$ cat src/rtl/sysev_drain_ctrl.sv
module sysev_drain_ctrl #(
  parameter int NHART = 4,
  parameter int PCW   = 32,
  parameter int EVW   = 8
) (
  input  logic                     clk,
  input  logic                     rst_n,
  input  logic                     ex_sysev,
  input  logic [EVW-1:0]           ex_code,
  input  logic [PCW-1:0]           ex_npc,
  input  logic                     mem_vld,
  input  logic                     com_vld,
  input  logic                     fsm_rdy,
  input  logic                     fsm_resched,
  input  logic [$clog2(NHART)-1:0] fsm_hart,
  input  logic                     pc_ld,
  input  logic [$clog2(NHART)-1:0] pc_ld_hart,
  input  logic [PCW-1:0]           pc_ld_val,
  output logic                     stall,
  output logic                     flush,
  output logic                     redir_vld,
  output logic [PCW-1:0]           redir_pc,
  output logic [$clog2(NHART)-1:0] redir_hart,
  output logic                     ev_stb,
  output logic [EVW-1:0]           ev_code,
  output logic [$clog2(NHART)-1:0] cur_hart
);
  localparam int HW = $clog2(NHART);

  typedef enum logic [2:0] {S_IDLE, S_DRAIN, S_SEND, S_WAIT, S_FLUSH} st_t;

  st_t            st_q, st_d;
  logic [EVW-1:0] code_q;
  logic [PCW-1:0] npc_q;
  logic [HW-1:0]  hart_q;
  logic [PCW-1:0] slot_q [NHART];

  logic take, drained, switch_hart;
  assign take        = (st_q == S_IDLE) && ex_sysev;
  assign drained     = !mem_vld && !com_vld;
  assign switch_hart = (st_q == S_WAIT) && fsm_rdy && fsm_resched;

  always_comb begin
    st_d = st_q;
    case (st_q)
      S_IDLE:  if (ex_sysev) st_d = S_DRAIN;
      S_DRAIN: if (drained) st_d = S_SEND;
      S_SEND:  st_d = S_WAIT;
      S_WAIT:  if (fsm_rdy) st_d = fsm_resched ? S_FLUSH : S_IDLE;
      default: st_d = S_IDLE;
    endcase
  end

  always_ff @(posedge clk) begin
    if (!rst_n) begin
      st_q   <= S_IDLE;
      code_q <= '0;
      npc_q  <= '0;
      hart_q <= '0;
    end else begin
      st_q <= st_d;
      if (take) begin
        code_q <= ex_code;
        npc_q  <= ex_npc;
      end
      if (switch_hart) hart_q <= fsm_hart;
    end
  end

  always_ff @(posedge clk) begin
    if (!rst_n) begin
      for (int i = 0; i < NHART; i++) slot_q[i] <= '0;
    end else begin
      for (int i = 0; i < NHART; i++) begin
        if (switch_hart && hart_q == HW'(i))
          slot_q[i] <= npc_q;
        else if (pc_ld && pc_ld_hart == HW'(i))
          slot_q[i] <= pc_ld_val;
      end
    end
  end

  assign stall      = take || (st_q == S_DRAIN) || (st_q == S_SEND) || (st_q == S_WAIT);
  assign flush      = (st_q == S_FLUSH);
  assign redir_vld  = flush;
  assign redir_pc   = slot_q[hart_q];
  assign redir_hart = hart_q;
  assign ev_stb     = (st_q == S_SEND);
  assign ev_code    = code_q;
  assign cur_hart   = hart_q;
endmodule

$ cat config.mk
export PLATFORM = sky130hd
export DESIGN_NAME = sysev_drain_ctrl
export DESIGN_NICKNAME = d
export VERILOG_FILES = /design/src/rtl/sysev_drain_ctrl.sv
export SDC_FILE = /design/constraint.sdc
export NUM_CORES = 1
export LEC_CHECK = 0
export ABC_AREA = 1
export BUFFER_PORTS_ARGS = -buffer_cell sky130_fd_sc_hd__buf_2
export CORE_ASPECT_RATIO = 1.2
export CORE_UTILIZATION = 57
export CTS_CLUSTER_DIAMETER = 40
export DETAILED_ROUTE_END_ITERATION = 8
export HOLD_SLACK_MARGIN = 0.15
export PLACE_DENSITY = 0.8
export SLEW_MARGIN = 5
export SYNTH_ARGS = -nofsm -noshare
export SYNTH_HDL_FRONTEND = slang
export SYNTH_SLANG_ARGS = --single-unit
export TNS_END_PERCENT = 20
$ cat constraint.sdc
create_clock -name clk -period 3.07 [get_ports clk]
set_input_delay 0.4605 -clock clk [delete_from_list [all_inputs] [get_ports clk]]
set_output_delay 0.4605 -clock clk [all_outputs]
set_load 0.01 [all_outputs]
---- After elaboration in Yosys (flattened, before gate mapping) ----
Memories as Yosys holds them, arrays and structs flattened. A register that Yosys moved wholly into a read port is not among the register bits.
Index checks and enable logic that the tools add are counted.
W data, S select, Z words.
cells by class
  equal/unequal tests ..................... 13
  multiplexer cells ....................... 44
  bitwise gates (word level) .............. 8
  reduce and logical (&&, ||, !) cells .... 21
operator list
  kind                  count
  $mux W32              8
  $mux W1               29
  $logic_and A1 B1 Y1   12
  $mux W3               4
  $pmux W3 S4           1
  $eq A2 B2 Y1 const B  4
  $or A1 B1 Y1          8
  $eq A3 B2 Y1 const B  2
  $ne A2 B2 Y1 const B  3
  $eq A2 B1 Y1 const B  2
  $logic_not A2 Y1      2
  $mux W2               2
  $eq A3 B1 Y1 const B  1
  $eq A3 B3 Y1 const B  1
  $logic_not A3 Y1      1
  $logic_or A1 B1 Y1    3
  $reduce_and A3 Y1     1
  $logic_not A1 Y1      2
storage, ports and cells
  register bits after elaboration ......... 45
  memory bits (writable) .................. 128
  output and inout bits ................... 48
  word-level logic and storage cells ...... 91
  memories kept ........................... 1
memories
  name    words  bits a word  rd ports  clocked after Yosys merged registers in  write ports  RTL line  source
  slot_q  4      32           1         1                                        4            36        logic [PCW-1:0] slot_q [NHART];

---- Longest topological paths before layout ----
  depth after elaboration ................. 9
  depth in mapped cells ................... 9
  mapped depth without buffers ............ 8

---- Worst setup path after synthesis ----
OpenSTA, ideal clock, no wires.
  path kind ............................... input -> register
  start point ............................. in rst_n
  end point ............................... mem slot_q[1][0], enable pin
  setup time .............................. 0.561 ns
  data arrival time ....................... 1.712 ns
  data required time ...................... 2.509 ns
  slack ................................... 0.797 ns
  stages .................................. 3
  path through ............................ clkbuf_1 -> clkbuf_1 -> nand3_1
RTL lines
  element      RTL line  source
  from (decl)  7         input logic rst_n,
  to (decl)    36

==> reports/results.ini <==
[outcome]
outcome=completed

[floorplan]
die_h_um=138
io_pins=132
die_area_um2=15900
row_count=49
core_area_um2=15000
start_util=0.585
die_w_um=115

[sta]
finalMaxSlewViolations=0
tightest_slew_ps=816
hold_viol_final=0
fin_crit_sh=0.904
period_needed_ps=2770
setup_viol=0
rsz0062_at_grt=no
skew_ps=6.46
timing.hold.ws_ps=273
finalWorstSetupSlack_ps=295
tns_ps=0
max_freq_ghz=0.360
max_slew_margin=0.454

[hold_path]
hp-class=in -> reg
hold_depth=3
holdPathEnd=ev_code[1]$_SDFFE_PN0P_
hold_start=ex_code[1]

[critical_path]
reg2reg_to=slot_q[0][13]$_SDFFCE_PN0P_
cp_top_family=buffers and inverters
critPathMaxStageDelay_ps=570
worstPathRequired_ps=2610
path_max_fanout=28
r2r-start=st_q[2]$_SDFFE_PN0P_
slowest_stage=clkinv_1
r2r_cells=8
critPathBufInv=3
critPathCaptureType=output port
crit_cells=5
crit_chain=clkinv_1, buf_12, o21ai_0, o22ai_1, buf_2
crit_type=reg -> out
critPathLaunchType=register
r2r_slack_ps=820
cp.arrival_ps=2310

[layout]
drive_gt1_frac=0.171
layout_commonest_cell=nor2_1
final_nets=1284
diodes=0
final_util=0.682
syn2layout_area_growth_pct=16.6
layout_common_cells=284 x nor2_1, 182 x nand2_1, 134 x nand3_1

[power_and_ir_drop]
power.internal_w=0.00441
p_sw_frac=0.234
power.leakage_nw=4.33
p_seq_frac=0.483
clockPowerShare=0.417
peakVddDrop_uv=414
comb_power_share=0.100
powerDensity_nw_per_um2=562
p_switching_w=0.00135

[cts]
clk_path_buf_depth=2
cts_max_level=4
cts_setup_buffers=0
clock-sinks=175
cts_buffers=17
cts_tree=done
clkLatencyLatePin_ps=440
cts_resized=0
holdBufCountCts=0
cts_root_buf=clkbuf_16
cts.clk_slew.worst_paths_ps=60

[synth]
synth-seq-cells=175
yosysWarnings=0
yosysTopAreaCell=edfxtp_1
synth.top_cell.area_share=0.437
synth_cell_type_count=22
synth-seq-area-share=0.544
syn_area_um2=8790
synthCells=1097
synth_fp_nets=1181
syn_avg_cell_area_um2=8.01
synth_area_leaders=edfxtp_1 44%, nor2_1 12%, dfxtp_1 11%

[detailed_routing]
vias=8245
vias_per_cell=5.82
initialDrtViolationCount=921
dr.pass1.iters=5
postRouteAntennaNets=0
routedWlPerCell_um=18.3
route.detailed.drc=0
wirelength_um=25900

[global_routing]
grt_max_degree=65
track_usage=0.336
grt_pass1_vias=7977
grt_pass1_wl_um=40100
antenna_found_initial=0
grt_overflow=0

[placed_design]
dp_hpwl_um=15200
place_ws_ps=802
globalplace.congestion=0.842
port_buffers=131

[job]
max_cap_viol_count=0

area by class of cell:
type,instances,area (um^2)
Inverter,53,199
Clock inverter,13,218
Clock buffer,19,433
Sequential cell,175,4790
Multi-Input combinational cell,788,3430
Tap cell,204,255
Timing Repair Buffer,165,923
Fill cell,1209,4780
how the worst max path moves through the flow:
stage,to,slack [ps],start
final,redir_pc[31],300,register
after global routing,redir_pc[31],240,register
after CTS,redir_pc[31],340,register
after detailed placement,slot_q[0][3]$_SDFFCE_PN0P_,800,rst_n
after global placement,slot_q[0][17]$_SDFFCE_PN0P_,860,fsm_rdy
after floorplan,slot_q[1][0]$_SDFFCE_PN0P_,800,rst_n
registers in the layout, indices dropped and copies added, names as in the netlist, named ones only:
register	cells
cur_hart	2
slot_q	128
st_q	3
npc_q	32
ev_code	8
power groups by stage:
stage / Sequential (W) / Clock (W) / Combinational [W]
3_5_place_dp: 0.00282 / 0 / 0.000564
2_1_floorplan: 0.00282 / 0 / 0.000316
4_1_cts: 0.00278 / 0.00240 / 0.000568
5_1_grt: 0.00279 / 0.00250 / 0.000629
6_report: 0.00278 / 0.00240 / 0.000576
3_3_place_gp: 0.00282 / 0 / 0.000549
worst min-delay path, cell delays in order:
cell and delay [ps]:
buf_2 70, o21ai_0 70, nor2_1 80
layer usage:
metal,global-route usage,vias to the layer above,share of wire
met2,0.558,564,0.49
met1,0.405,3704,0.35
li1,-,3864,-
met4,0.180,0,0.045
met5,0,-,0
met3,0.0723,113,0.12
cells in the mapped netlist:
cell	count
nor3_1	3
nand3b_1	1
clkinv_1	1
buf_4	6
o21ai_0	107
nand2_2	3
inv_2	3
nor2_2	1
a21oi_1	34
nor2_1	288
clkbuf_1	42
nand2_1	182
nand3_2	1
edfxtp_1	128
buf_1	3
buf_6	4
inv_1	49
dfxtp_1	47
buf_2	26
nor2_4	1
nand3_1	135
o22ai_1	32
cell families after synthesis:
group / count (synthesis) / synth area share
buffers and inverters: 134 / 0.0669
AO/OA/AOI/OAI: 173 / 0.103
flip-flops: 175 / 0.544
AND/OR/NAND/NOR: 615 / 0.285
metrics by stage:
stage          total power [W]  cells  area [um^2]
6_report               0.00576   1417        10200
2_1_floorplan          0.00313   1097         8790
5_1_grt                0.00592   1417        10200
4_1_cts                0.00575   1417        10200
3_5_place_dp           0.00339   1385         9590
3_3_place_gp           0.00337   1385         9590
Note: power is estimated with default switching activity, not from simulation.
